**src/rtl/gain_scaler_pkg.sv**
```systemverilog
package gain_scaler_pkg;

    localparam int SAMPLE_W = 16;
    localparam int GAIN_W   = 8;
    localparam int FRAC_W   = 7;
    localparam int LANES    = 2;
    localparam int PROD_W   = SAMPLE_W + GAIN_W + 1;
    localparam int BIAS_W   = PROD_W + 1;
    localparam int RS_W     = BIAS_W - FRAC_W;

    typedef logic signed [SAMPLE_W-1:0] sample_t;
    typedef logic [GAIN_W-1:0]          gain_t;
    typedef logic signed [PROD_W-1:0]   prod_t;
    typedef sample_t [LANES-1:0]        iq_t;
    typedef prod_t   [LANES-1:0]        iq_prod_t;

    typedef enum logic [1:0] {
        CLIP_NONE = 2'd0,
        CLIP_HIGH = 2'd1,
        CLIP_LOW  = 2'd2
    } clip_e;

    localparam gain_t   GAIN_UNITY = gain_t'(1 << FRAC_W);
    localparam sample_t SAT_POS    = {1'b0, {(SAMPLE_W-1){1'b1}}};
    localparam sample_t SAT_NEG    = {1'b1, {(SAMPLE_W-1){1'b0}}};

    function automatic logic signed [RS_W-1:0] round_prod(input prod_t p);
        logic signed [BIAS_W-1:0] biased;
        biased = BIAS_W'(p) + BIAS_W'(1 << (FRAC_W - 1));
        return biased[BIAS_W-1:FRAC_W];
    endfunction

    function automatic clip_e classify(input logic signed [RS_W-1:0] r);
        if (r > $signed({{(RS_W-SAMPLE_W){1'b0}}, SAT_POS}))
            return CLIP_HIGH;
        else if (r < $signed({{(RS_W-SAMPLE_W){1'b1}}, SAT_NEG}))
            return CLIP_LOW;
        else
            return CLIP_NONE;
    endfunction

endpackage

```
**src/rtl/gs_gain_reg.sv**
```systemverilog
module gs_gain_reg
    import gain_scaler_pkg::*;
#(
    parameter int ADDR_W = 8,
    parameter logic [ADDR_W-1:0] GAIN_ADDR = ADDR_W'(8'h25)
) (
    input  logic              clk,
    input  logic              rst,
    input  logic              wr_en,
    input  logic [ADDR_W-1:0] wr_addr,
    input  gain_t             wr_data,
    output gain_t             gain_o
);

    logic hit;

    assign hit = wr_en && (wr_addr == GAIN_ADDR);

    always_ff @(posedge clk) begin
        if (rst)
            gain_o <= GAIN_UNITY;
        else if (hit)
            gain_o <= wr_data;
    end

endmodule

```
**src/rtl/gs_mult.sv**
```systemverilog
module gs_mult
    import gain_scaler_pkg::*;
(
    input  logic     clk,
    input  logic     rst,
    input  logic     in_valid,
    input  iq_t      in_iq,
    input  gain_t    gain,
    output logic     p_valid,
    output iq_prod_t p_iq
);

    prod_t gain_ext;

    assign gain_ext = prod_t'($signed({1'b0, gain}));

    always_ff @(posedge clk) begin
        if (rst)
            p_valid <= 1'b0;
        else
            p_valid <= in_valid;
    end

    for (genvar l = 0; l < LANES; l++) begin : g_lane
        prod_t prod_d;
        assign prod_d = prod_t'(in_iq[l]) * gain_ext;

        always_ff @(posedge clk) begin
            if (rst)
                p_iq[l] <= '0;
            else if (in_valid)
                p_iq[l] <= prod_d;
        end
    end

endmodule

```
**src/rtl/gs_round_sat.sv**
```systemverilog
module gs_round_sat
    import gain_scaler_pkg::*;
(
    input  logic     clk,
    input  logic     rst,
    input  logic     p_valid,
    input  iq_prod_t p_iq,
    output logic     out_valid,
    output iq_t      out_iq
);

    always_ff @(posedge clk) begin
        if (rst)
            out_valid <= 1'b0;
        else
            out_valid <= p_valid;
    end

    for (genvar l = 0; l < LANES; l++) begin : g_lane
        logic signed [RS_W-1:0] rounded;
        clip_e                  kind;
        sample_t                res;

        assign rounded = round_prod(p_iq[l]);
        assign kind    = classify(rounded);

        always_comb begin
            unique case (kind)
                CLIP_HIGH: res = SAT_POS;
                CLIP_LOW:  res = SAT_NEG;
                default:   res = rounded[SAMPLE_W-1:0];
            endcase
        end

        always_ff @(posedge clk) begin
            if (rst)
                out_iq[l] <= '0;
            else if (p_valid)
                out_iq[l] <= res;
        end
    end

endmodule

```
**src/rtl/chan_gain_scaler.sv**
```systemverilog
module chan_gain_scaler
    import gain_scaler_pkg::*;
#(
    parameter int ADDR_W = 8,
    parameter logic [ADDR_W-1:0] GAIN_ADDR = ADDR_W'(8'h25)
) (
    input  logic                       clk,
    input  logic                       rst,
    input  logic                       wr_en,
    input  logic [ADDR_W-1:0]          wr_addr,
    input  logic [GAIN_W-1:0]          wr_data,
    input  logic                       in_valid,
    input  logic signed [SAMPLE_W-1:0] in_i,
    input  logic signed [SAMPLE_W-1:0] in_q,
    output logic                       out_valid,
    output logic signed [SAMPLE_W-1:0] out_i,
    output logic signed [SAMPLE_W-1:0] out_q
);

    gain_t    gain_q;
    iq_t      in_iq;
    iq_t      out_iq;
    iq_prod_t p_iq;
    logic     p_valid;

    assign in_iq[0] = in_i;
    assign in_iq[1] = in_q;
    assign out_i    = out_iq[0];
    assign out_q    = out_iq[1];

    gs_gain_reg #(
        .ADDR_W    (ADDR_W),
        .GAIN_ADDR (GAIN_ADDR)
    ) u_gain (
        .clk     (clk),
        .rst     (rst),
        .wr_en   (wr_en),
        .wr_addr (wr_addr),
        .wr_data (wr_data),
        .gain_o  (gain_q)
    );

    gs_mult u_mult (
        .clk      (clk),
        .rst      (rst),
        .in_valid (in_valid),
        .in_iq    (in_iq),
        .gain     (gain_q),
        .p_valid  (p_valid),
        .p_iq     (p_iq)
    );

    gs_round_sat u_rs (
        .clk       (clk),
        .rst       (rst),
        .p_valid   (p_valid),
        .p_iq      (p_iq),
        .out_valid (out_valid),
        .out_iq    (out_iq)
    );

endmodule

```
**config.mk**
```make
export PLATFORM = sky130hd
export DESIGN_NAME = chan_gain_scaler
export DESIGN_NICKNAME = d
export VERILOG_FILES = /design/src/rtl/gain_scaler_pkg.sv /design/src/rtl/gs_gain_reg.sv /design/src/rtl/gs_mult.sv /design/src/rtl/gs_round_sat.sv /design/src/rtl/chan_gain_scaler.sv
export SDC_FILE = /design/constraint.sdc
export NUM_CORES = 1
export LEC_CHECK = 0
export ABC_AREA = 1
export CAP_MARGIN = 5
export CORE_MARGIN = 4
export CORE_UTILIZATION = 56
export CTS_BUF_LIST = sky130_fd_sc_hd__clkbuf_8
export CTS_CLUSTER_SIZE = 16
export DETAILED_ROUTE_END_ITERATION = 6
export GPL_TIMING_DRIVEN = 0
export MAX_ROUTING_LAYER = met4
export PLACE_DENSITY_LB_ADDON = 0.2
export RECOVER_POWER = 100
export SLEW_MARGIN = 10
export SYNTH_ARGS = -nofsm -noshare
export SYNTH_HDL_FRONTEND = slang
export SYNTH_HIERARCHICAL = 1
export SYNTH_SLANG_ARGS = --single-unit
```
**constraint.sdc**
```tcl
create_clock -name clk -period 4.13 [get_ports clk]
set_input_delay 0.413 -clock clk [delete_from_list [all_inputs] [get_ports clk]]
set_output_delay 0.413 -clock clk [all_outputs]
set_load 0.02 [all_outputs]
```
# After elaboration in Yosys (flattened, before gate mapping)
# Cells that the tools add are included.
word_totals:
  ff_bits: 92
  input_bits: 52
  wordCells: 27
op_classes:
  add_sub_neg: 2
  eq_ne: 5
  n_reduce_logical: 1
  muxes: 6
  multipliers: 2
  n_lt_le_gt_ge: 4
op_table:
  columns: ["cell", "count"]
  rows:
  - ["$pmux 16 s2", 2]
  - ["$add 25x8->26 const B", 2]
  - ["$mul 16x9->25", 2]
  - ["$gt 19x16->1 const B", 2]
  - ["$lt 19x16->1 const B", 2]
  - ["$eq 8x6->1 const B", 1]
  - ["$mux 2", 4]
  - ["$eq 2x1->1 const B", 2]
  - ["$eq 2x2->1 const B", 2]
  - ["$logic_and 1x1->1", 1]

# Logic depth before layout (Yosys ltp)
# Gate-level depths: netlist of run 1.
depth:
  depth_word: 6
  ltp_mapped: 24
  depth_no_buf: 23

# By module
# Netlist of run 1, hierarchy kept.
by_module_without_submodules:
  columns: ["mod", "area_per_inst_um2", "cells_per_inst", "seq_area_each_um2", "instances"]
  rows:
  - ["gs_mult", 12458.2, 1849, 1021.0, 1]
  - ["gs_round_sat", 2419.8, 363, 660.6, 1]
  - ["gs_gain_reg", 430.4, 64, 160.2, 1]

# Worst setup path after synthesis of run 1
# Ideal clock, no wire load.
synth_timing:
  path_kind: "input-to-reg"
  startpoint: "input in_i[15]"
  endpoint: "register u_mult/p_iq[23] (netlist bit)"
  path_stages: 22
  required_time_ns: 4.021
  path_buffers: 1
  slack_ns: -0.242
  arrival_time_ns: 4.263
  setup_ns: 0.109
  cell_sequence: "clkbuf_1 > nand2_1 > inv_1 > fa_1 > inv_1 > fa_1 > inv_1 > fa_1 > inv_1 > fa_1 > inv_1 > ha_1 > nand2_1 > inv_1 > nand2_1 > inv_1 > a21oi_1 > nand3_1 > nand2_1 > nand3_1 > nand2_1 > inv_1"
synth_between:
  elab_chain_len: 1
synth_lines:
  columns: ["item", "line", "source"]
  rows:
  - ["start, declared", "chan_gain_scaler.sv:13", "input logic signed [SAMPLE_W-1:0] in_i,"]
  - ["$mul 16x9->25", "gs_mult.sv:26", "assign prod_d = prod_t'(in_iq[l]) * gain_ext;"]
  - ["end signal, assigned by index", "gs_mult.sv:32", "p_iq[l] <= prod_d;"]
  - ["end, declared", "gs_mult.sv:10", "output iq_prod_t p_iq"]
# Every way passes these cells.
# A chain may end at the register's enable or synchronous reset.

# Worst setup path in the final report of run 1
layout_timing:
  startpoint: "register u_gain.gain_o[1]"
  endpoint: "register u_mult/p_iq[48] (netlist bit)"
layout_between:
  elab_chain_len: 1
layout_lines:
  columns: ["item", "line", "source"]
  rows:
  - ["start, declared", "gs_gain_reg.sv:12", "output gain_t gain_o"]
  - ["start signal, assigned", "gs_gain_reg.sv:23", "gain_o <= wr_data;"]
  - ["$mul 16x9->25", "gs_mult.sv:26", null]
# Every way passes these cells.

==> tab_implementation.tex, run 1 <==
\begin{tabular}{lr}
\hline
Metric & Value \\
\hline
\multicolumn{2}{l}{\textbf{Outcome}} \\
Result of the run & complete, but fails checks \\
Violations in the final reports & negative setup slack \\
\multicolumn{2}{l}{\textbf{Timing}} \\
Achievable clock frequency & approximately 230 MHz \\
Share of the cycle needed by the critical path after routing & 106\% \\
Transition time at the pin with the least slew margin & 0.791 ns \\
Max\_slew headroom & a little under half \\
Max-slew violation count & 0 \\
Endpoints failing setup & 25 \\
Final hold violation count & 0 \\
Time the worst path needs with I/O delays and setup & 4.36 ns \\
Setup repair after global routing missed its margin & yes \\
Final setup skew & approximately 0.032 ns \\
Final worst setup slack & -0.232 ns \\
\multicolumn{2}{l}{\textbf{Clocking}} \\
CTS tree & done \\
Clock latency of the later-clocked register in the worst-skew pair & 0.38 ns \\
Inserted Clock Buffers & 9 \\
Clk sink count & 80 \\
Clock transition time at the flip-flop clock pins of the worst setup and hold paths & 0.10 ns \\
CTS Root Cell & clkbuf\_8 \\
H-tree levels & 3 \\
Bufs on Longest Clock Path & 2 \\
\multicolumn{2}{l}{\textbf{Power and ir drop}} \\
Worst IR drop on VDD & between 0.1 and 0.15 mV \\
Sw Pwr & approximately 880 uW \\
Power per cell area & 127 mW/mm2 \\
LEAKAGE & 0.0108 uW \\
Internal Power & 1530 uW \\
Switching power share of the total & 36.6\% \\
Share of total power in the clock network & 31.8\% \\
Sequential group share of total power & around 36\% \\
Combinational fraction of design power & around a third \\
Sum of internal, switching and leakage power & $\sim$2400 uW \\
\multicolumn{2}{l}{\textbf{Flow run}} \\
Reported max-cap violation count & 0 \\
\multicolumn{2}{l}{\textbf{Critical path}} \\
Element type at the critical path start & flip-flop \\
Data required time of the worst path & 4.40 ns \\
Register-to-register path setup slack & -0.23 ns \\
Type of element capturing the critical path & flip-flop \\
Crit Path Class & reg2reg \\
Number of logic stages on the critical path including buffering & 19 \\
Cell type group with the largest total delay on the critical path & adder cells \\
Reg-to-reg critical path endpoint & u\_mult/p\_iq[48]\$\_SDFFE\_PP0P\_ \\
Crit path max-delay cell type & fa\_2 \\
Series of cell instances along the critical path & clkbuf\_16 > nand2\_4 > inv\_2 > fa\_2 > inv\_2 > fa\_1 > inv\_2 > fa\_1 > inv\_1 > fa\_1 > inv\_2 > ha\_4 > nand4\_1 > nor2\_2 > nand3b\_1 > nand4\_1 > nand3\_2 > nand2\_1 > inv\_1 \\
Critical path peak fanout & 5 \\
End point of the critical path & u\_mult/p\_iq[48]\$\_SDFFE\_PP0P\_ \\
Number of buffer and inverter instances along the worst setup path & 7 \\
Worst Reg2Reg Path Length in Cells & 19 \\
FF-to-FF Start & u\_gain/gain\_o[1]\$\_SDFFE\_PP0P\_ \\
Data arrival time of the worst path & around 4.6 ns \\
Critical Path Most Common Cell & inv\_2 \\
Crit-path max cell delay & 0.66 ns \\
Start point of the critical path & u\_gain/gain\_o[1]\$\_SDFFE\_PP0P\_ \\
\multicolumn{2}{l}{\textbf{Synthesis}} \\
Synth warnings & 6 \\
Synthesized instance count & approximately 2200 \\
Post-synthesis cell area & 0.0149 mm2 \\
Average instance area after synthesis & 6.69 um2 \\
Net Count, Synth & 2586 \\
\multicolumn{2}{l}{\textbf{Worst hold path}} \\
Worst Hold Depth & 2 \\
Type of the most critical hold path & reg2reg \\
\multicolumn{2}{l}{\textbf{Cells and area}} \\
Count of non-filler cells in the finished layout & 2725 \\
Area of combinational cells with multiple inputs & 0.0123 mm2 \\
Share of layout cells above drive strength 1 & 25.3\% \\
FF/Latch Area & 0.00163 mm2 \\
Area overhead of the layout relative to synthesis & 27.1\% \\
Design area & 0.0190 mm2 \\
Final-layout fill cell count & 1964 \\
Layout net count & 2741 \\
\multicolumn{2}{l}{\textbf{Drt}} \\
Vias per Instance & $\sim$5 \\
Average wire per cell in the routed design & $\sim$16 um \\
Antenna Violating Nets Remaining & 0 \\
DRC & 0 \\
Post-detailed-routing wire length & 43.8 mm \\
Via Count & 14044 \\
Number of DRC markers after the initial detailed-route iteration & 960 \\
Number of search-and-repair iterations in the first detailed-routing pass & 6 \\
\multicolumn{2}{l}{\textbf{Global routing}} \\
Maximum number of pins on one net before global-route repair & 15 \\
Number of global-route vias before repair & around 14000 \\
GRT Util Overall & 28.6\% \\
Antenna violations before repair & 2 \\
Overflow after GRT & 0 \\
Global-route wire length before repair & roughly 66 mm \\
\multicolumn{2}{l}{\textbf{Placed design}} \\
Dpl cells & 2615 \\
Global placement routability congestion & roughly 0.95 \\
HPWL reported at the end of detailed placement & 30.6 mm \\
Area of placed instances & 0.0159 mm2 \\
Count of port buffers added during placement & 52 \\
\multicolumn{2}{l}{\textbf{Floorplan}} \\
Width of the die & between 150 and 200 um \\
Die Area & 0.0293 mm2 \\
Num ports & between 80 and 90 \\
Initial core utilization & 57.1\% \\
Height of the die & 171 um \\
Core area & roughly 0.026 mm2 \\
Number of standard-cell rows in the floorplan & 59 \\
\hline
\end{tabular}
[layout by cell type (no fill, tap or decap), types with 5 or more instances in the layout]
| master | instances |
|---|---|
| nor2_1 | 188 |
| buf_2 | 5 |
| inv_2 | 91 |
| dfxtp_4 | 7 |
| buf_6 | 14 |
| buf_8 | 7 |
| clkbuf_4 | 6 |
| nor2_4 | 28 |
| nand3b_1 | 6 |
| ha_1 | 61 |
| o21ai_0 | 38 |
| nand4_1 | 19 |
| nor2_2 | 21 |
| o21ai_1 | 12 |
| nand2_2 | 80 |
| nand2_4 | 55 |
| nand3_1 | 43 |
| clkbuf_1 | 20 |
| fa_1 | 193 |
| clkbuf_8 | 12 |
| xnor2_1 | 19 |
| dfxtp_1 | 72 |
| a21oi_2 | 27 |
| nand3_4 | 14 |
| clkbuf_2 | 28 |
| nand3_2 | 33 |
| buf_4 | 76 |
| nand2_1 | 464 |
| ha_4 | 40 |
| clkbuf_16 | 10 |
| dlygate4sd3_1 | 35 |
| clkdlybuf4s50_1 | 17 |
| a21oi_4 | 9 |
| inv_1 | 529 |
| a21oi_1 | 29 |
| xor2_1 | 26 |
| fa_2 | 11 |
[repair_timing]
item                                    in CTS  in global routing
hold endpoints to repair                     0                  0
cloned                                       3                  2
endpoints found under the setup margin      38                 35
gates resized for setup                    275                291
setup buffers                               48                 40
hold buffers                                 0                  0
pin swaps                                  105                233
[routing by layer]
metal / vias up / wire, um / global-route usage, %
met3: 126 / 3470 / 5.36
met4: 0 / 1600 / 8.06
met5: - / 0 / -
li1: 6704 / - / -
met2: 612 / 21000 / 46.8
met1: 6602 / 17700 / 36.8
[final cells by class]
cell class | count | share of cell area, %
Multi-Input combinational cell | 1441 | 64.8
Inverter | 624 | 12.4
Sequential cell | 80 | 8.60
Timing Repair Buffer | 144 | 7.00
Buffer | 83 | 3.65
Tap cell | 335 | 2.21
Clock buffer | 9 | 0.654
Clock inverter | 7 | 0.627
Antenna cell | 2 | 0.0264
[worst min-delay path, stage by stage, from the launching register on]
cell     delay (ns)
dfxtp_1        0.32
nand2_1        0.06
a21oi_1        0.06
[metrics by stage]
step,TNS [ns],hold slack [ns],setup slack (ns),utilization [%]
floorplan,-0.00534,0.482,-0.00534,-
global placement,-25.44,0.457,-0.962,61.0
detailed placement,-27.06,0.470,-0.997,61.0
CTS,-0.488,0.482,-0.0920,68.1
global route,-7.15,0.502,-0.372,72.5
finish,-2.84,0.481,-0.232,72.5
[worst min path at each step]
stage,from,end,slack (ns)
after CTS,u_rs/out_iq[31]$_SDFFE_PP0P_,u_rs/out_iq[31]$_SDFFE_PP0P_,0.48
after floorplan,rst,u_rs/out_iq[15]$_SDFFE_PP0P_,0.48
after global placement,u_rs/out_iq[31]$_SDFFE_PP0P_,u_rs/out_iq[31]$_SDFFE_PP0P_,0.46
after detailed placement,u_rs/out_iq[31]$_SDFFE_PP0P_,u_rs/out_iq[31]$_SDFFE_PP0P_,0.47
final,u_rs/out_iq[31]$_SDFFE_PP0P_,u_rs/out_iq[31]$_SDFFE_PP0P_,0.48
after global routing,u_rs/out_iq[31]$_SDFFE_PP0P_,u_rs/out_iq[31]$_SDFFE_PP0P_,0.50
[power by group through the flow]
| stage | logic [uW] | clock network [uW] | registers (uW) |
|---|---|---|---|
| finish | 784 | 768 | 862 |
| floorplan | 409 | 0 | 903 |
| global route | 861 | 813 | 870 |
| global placement | 604 | 0 | 884 |
| CTS | 707 | 776 | 865 |
| detailed placement | 617 | 0 | 887 |
[sequential cells by signal (all words and copies together), names as in the netlist]
register and flops:
u_rs/out_iq 32, u_mult/p_valid 1, u_gain/gain_o 8, u_mult/p_iq 38, u_rs/out_valid 1
Power figures use the tool's default switching activity.
==> run 2: changes to the inputs <==
ABC_AREA = 0   (was 1)
clock period = 4.7 ns   (was 4.13 ns; I/O delays follow)
==> run 2 against run 1 <==
The run still ends with negative setup slack left. Hold slack lost 0.010 ns. Power shrank 28%. Clock skew shrank 0.0087 ns. Non-clock buffer count shrank 56. Global-route usage is essentially flat. Worst setup slack gained 0.18 ns. Clock-buffer cell count is the same. Critical path depth shrank 3. Combinational power shrank 38%. Sequential cell count is the same. Largest cell class unchanged.
==> tab_implementation.tex, run 2 <==
\begin{tabular}{lr}
\hline
Metric & Value \\
\hline
\multicolumn{2}{l}{\textbf{Synthesis}} \\
Synthesized instance count & 1538 (-31\%) \\
Net Count, Synth & 1896 (-27\%) \\
Average instance area after synthesis & 8.58 um2 (+28\%) \\
Post-synthesis cell area & 0.0132 mm2 (-12\%) \\
Synth warnings & 6 (unchanged) \\
\multicolumn{2}{l}{\textbf{Critical path}} \\
Number of buffer and inverter instances along the worst setup path & 4 (-3) \\
Cell type group with the largest total delay on the critical path & adder cells \\
Data arrival time of the worst path & 5.00 ns (+0.37 ns) \\
Crit-path max cell delay & 0.60 ns (-0.06 ns) \\
Type of element capturing the critical path & flip-flop \\
Element type at the critical path start & input pin \\
Reg-to-reg critical path endpoint & u\_mult/p\_iq[46]\$\_SDFFE\_PP0P\_ \\
Crit Path Class & in2reg \\
Series of cell instances along the critical path & dlygate4sd2\_1 > nand2\_1 > fa\_1 > inv\_1 > fa\_1 > fa\_1 > inv\_1 > fa\_1 > inv\_1 > ha\_4 > a21oi\_2 > o21ai\_1 > a21o\_1 > a311o\_1 > or4\_1 > o311ai\_1 \\
Worst Reg2Reg Path Length in Cells & 15 (-4) \\
Data required time of the worst path & 4.95 ns (+0.55 ns) \\
Critical path peak fanout & 8 (+3) \\
Critical Path Most Common Cell & fa\_1 \\
Register-to-register path setup slack & -0.04 ns (+0.19 ns) \\
Crit path max-delay cell type & fa\_1 \\
FF-to-FF Start & u\_gain/gain\_o[5]\$\_SDFFE\_PP0P\_ \\
\multicolumn{2}{l}{\textbf{Clocking}} \\
Clock latency of the later-clocked register in the worst-skew pair & 0.37 ns (about the same) \\
CTS Root Cell & clkbuf\_8 \\
H-tree levels & 3 (unchanged) \\
Clock transition time at the flip-flop clock pins of the worst setup and hold paths & 0.10 ns (about the same) \\
CTS tree & done \\
Bufs on Longest Clock Path & 2 (unchanged) \\
Clk sink count & 80 (unchanged) \\
Inserted Clock Buffers & 9 (unchanged) \\
Count of hold-fix buffers inserted at cts & 0 (unchanged) \\
\multicolumn{2}{l}{\textbf{Floorplan}} \\
Height of the die & 161 um (-5.7\%) \\
Core area & 0.0229 mm2 (-12\%) \\
Die Area & 0.0261 mm2 (-11\%) \\
Num ports & 85 (unchanged) \\
Initial core utilization & 57.6\% (+0.49 points) \\
Width of the die & 161 um (-5.7\%) \\
Number of standard-cell rows in the floorplan & 55 (-6.8\%) \\
\multicolumn{2}{l}{\textbf{Cells and area}} \\
Final-layout fill cell count & 1792 (-8.8\%) \\
Number of flip-flops under the largest register name & 38 (unchanged) \\
Area overhead of the layout relative to synthesis & 19.0\% \\
Layout net count & 2026 (-26\%) \\
Top Registers & u\_mult/p\_iq x38, u\_rs/out\_iq x32, u\_gain/gain\_o x8 \\
Share of layout cells above drive strength 1 & 11.7\% (-14 points) \\
Post-Route Utilization & 68.5\% (-4.0 points) \\
FF/Latch Area & 0.00163 mm2 (unchanged) \\
Antenna diode count & 0 (-2) \\
Largest register by flop count & u\_mult/p\_iq \\
Most frequent cells in the layout & 298 x inv\_1, 198 x fa\_1, 165 x nand2\_1 \\
Area of combinational cells with multiple inputs & 0.0107 mm2 (-13\%) \\
Most common cell after layout, fill and taps aside & inv\_1 \\
\multicolumn{2}{l}{\textbf{Placed design}} \\
Count of port buffers added during placement & 84 (+62\%) \\
Pre-CTS setup slack & -1.01 ns (-0.00912 ns) \\
Global placement routability congestion & 0.905 (-5.1\%) \\
HPWL reported at the end of detailed placement & 26.9 mm (-12\%) \\
\multicolumn{2}{l}{\textbf{Timing}} \\
Setup repair after global routing missed its margin & yes \\
Final worst setup slack & -0.0488 ns (+0.184 ns) \\
Max\_slew headroom & 48.1\% (+0.83 points) \\
Final hold violation count & 0 (unchanged) \\
Achievable clock frequency & 211 MHz \\
Endpoints failing setup & 1 (-96\%) \\
Time the worst path needs with I/O delays and setup & roughly 4.7 ns \\
Final setup skew & 0.0235 ns (-0.00868 ns) \\
Share of the cycle needed by the critical path after routing & 101\% \\
Max-slew violation count & 0 (unchanged) \\
Transition time at the pin with the least slew margin & 0.776 ns (-0.0149 ns) \\
\multicolumn{2}{l}{\textbf{Global routing}} \\
Number of global-route vias before repair & 11906 (-13\%) \\
Maximum number of pins on one net before global-route repair & 16 (+1) \\
Antenna violations before repair & 1 (-1) \\
GRT Util Overall & 28.7\% (about the same) \\
Overflow after GRT & 0 (unchanged) \\
Global-route wire length before repair & 58.6 mm (-11\%) \\
\multicolumn{2}{l}{\textbf{Worst hold path}} \\
Type of the most critical hold path & reg2reg \\
Hold worst-path end & u\_rs/out\_iq[15]\$\_SDFFE\_PP0P\_ \\
Hold Startpoint & u\_rs/out\_iq[15]\$\_SDFFE\_PP0P\_ \\
Worst Hold Depth & 2 (unchanged) \\
\multicolumn{2}{l}{\textbf{Drt}} \\
Antenna Violating Nets Remaining & 0 (unchanged) \\
Via Count & 11273 (-20\%) \\
Number of search-and-repair iterations in the first detailed-routing pass & 5 (-1) \\
Average wire per cell in the routed design & 17.9 um (+11\%) \\
Number of DRC markers after the initial detailed-route iteration & 773 (-19\%) \\
DRC & 0 (unchanged) \\
Vias per Instance & 5.68 (+10\%) \\
Post-detailed-routing wire length & 35.5 mm (-19\%) \\
\multicolumn{2}{l}{\textbf{Power and ir drop}} \\
Worst IR drop on VDD & 0.0996 mV (-29\%) \\
Power per cell area & 110 mW/mm2 (-13\%) \\
LEAKAGE & 0.00742 uW (-31\%) \\
\multicolumn{2}{l}{\textbf{Flow run}} \\
Reported max-cap violation count & 0 (unchanged) \\
\multicolumn{2}{l}{\textbf{Outcome}} \\
Result of the run & complete, but fails checks \\
Violations in the final reports & negative setup slack \\
\hline
\end{tabular}
## run 2: layout make-up
class	count	share of cell area, %
multi-input combinational	1095	68.3
sequential	80	10.4
inverter	311	7.44
timing repair buffer	119	7.01
buffer	52	3.30
tap	313	2.49
clock buffer	9	0.789
clock inverter	7	0.343
## run 2: repair_timing
action	CTS	global route
endpoints found under the setup margin	30	24
pin swaps	22	49
gates cloned	1	1
gates resized for setup	173	74
hold endpoints to repair	0	0
setup buffers	17	16
## run 2: how the worst max path moves through the flow
| stage | start | to | cells after the start |
|---|---|---|---|
| 2_1_floorplan | u_gain/gain_o[1]$_SDFFE_PP0P_ | u_mult/p_iq[22]$_SDFFE_PP0P_ | 17 |
| 3_3_place_gp | in_q[15] | u_mult/p_iq[45]$_SDFFE_PP0P_ | 17 |
| 3_5_place_dp | in_q[15] | u_mult/p_iq[49]$_SDFFE_PP0P_ | 16 |
| 4_1_cts | u_gain/gain_o[1]$_SDFFE_PP0P_ | u_mult/p_iq[22]$_SDFFE_PP0P_ | 17 |
| 5_1_grt | u_gain/gain_o[1]$_SDFFE_PP0P_ | u_mult/p_iq[22]$_SDFFE_PP0P_ | 17 |
| 6_report | in_q[11] | u_mult/p_iq[46]$_SDFFE_PP0P_ | 16 |
## run 2: per-layer routing
| layer | share of wire, % | vias up | track usage [%] |
|---|---|---|---|
| met5 | 0 | - | - |
| met4 | 3.7 | 0 | 11.1 |
| met3 | 6.1 | 103 | 5.79 |
| met2 | 50 | 376 | 48.6 |
| met1 | 40 | 5634 | 33.7 |
| li1 | - | 5160 | - |
## run 2: where the power goes
group	switching, uW	total [uW]	internal, uW
combinational	280	486	206
sequential	41.8	760	718
clock	292	489	197
## run 2: per-stage QoR
step                      total power [uW]  cells  area [um2]  hold slack, ns  setup TNS [ns]
after floorplan                       1050   1538       13200           0.434               0
after global placement                1240   1935       14400           0.454          -15.63
after detailed placement              1250   1935       14400           0.461          -17.20
after CTS                             1740   1969       15400           0.476               0
after global routing                  1830   1986       15700           0.488           -1.02
final                                 1730   1986       15700           0.470         -0.0488
## run 2: worst min-delay path: cells and delay by family, from the launching register on
kind            cells  cell delay (ns)
compound gates      1             0.05
flops               1             0.32
simple gates        1             0.06
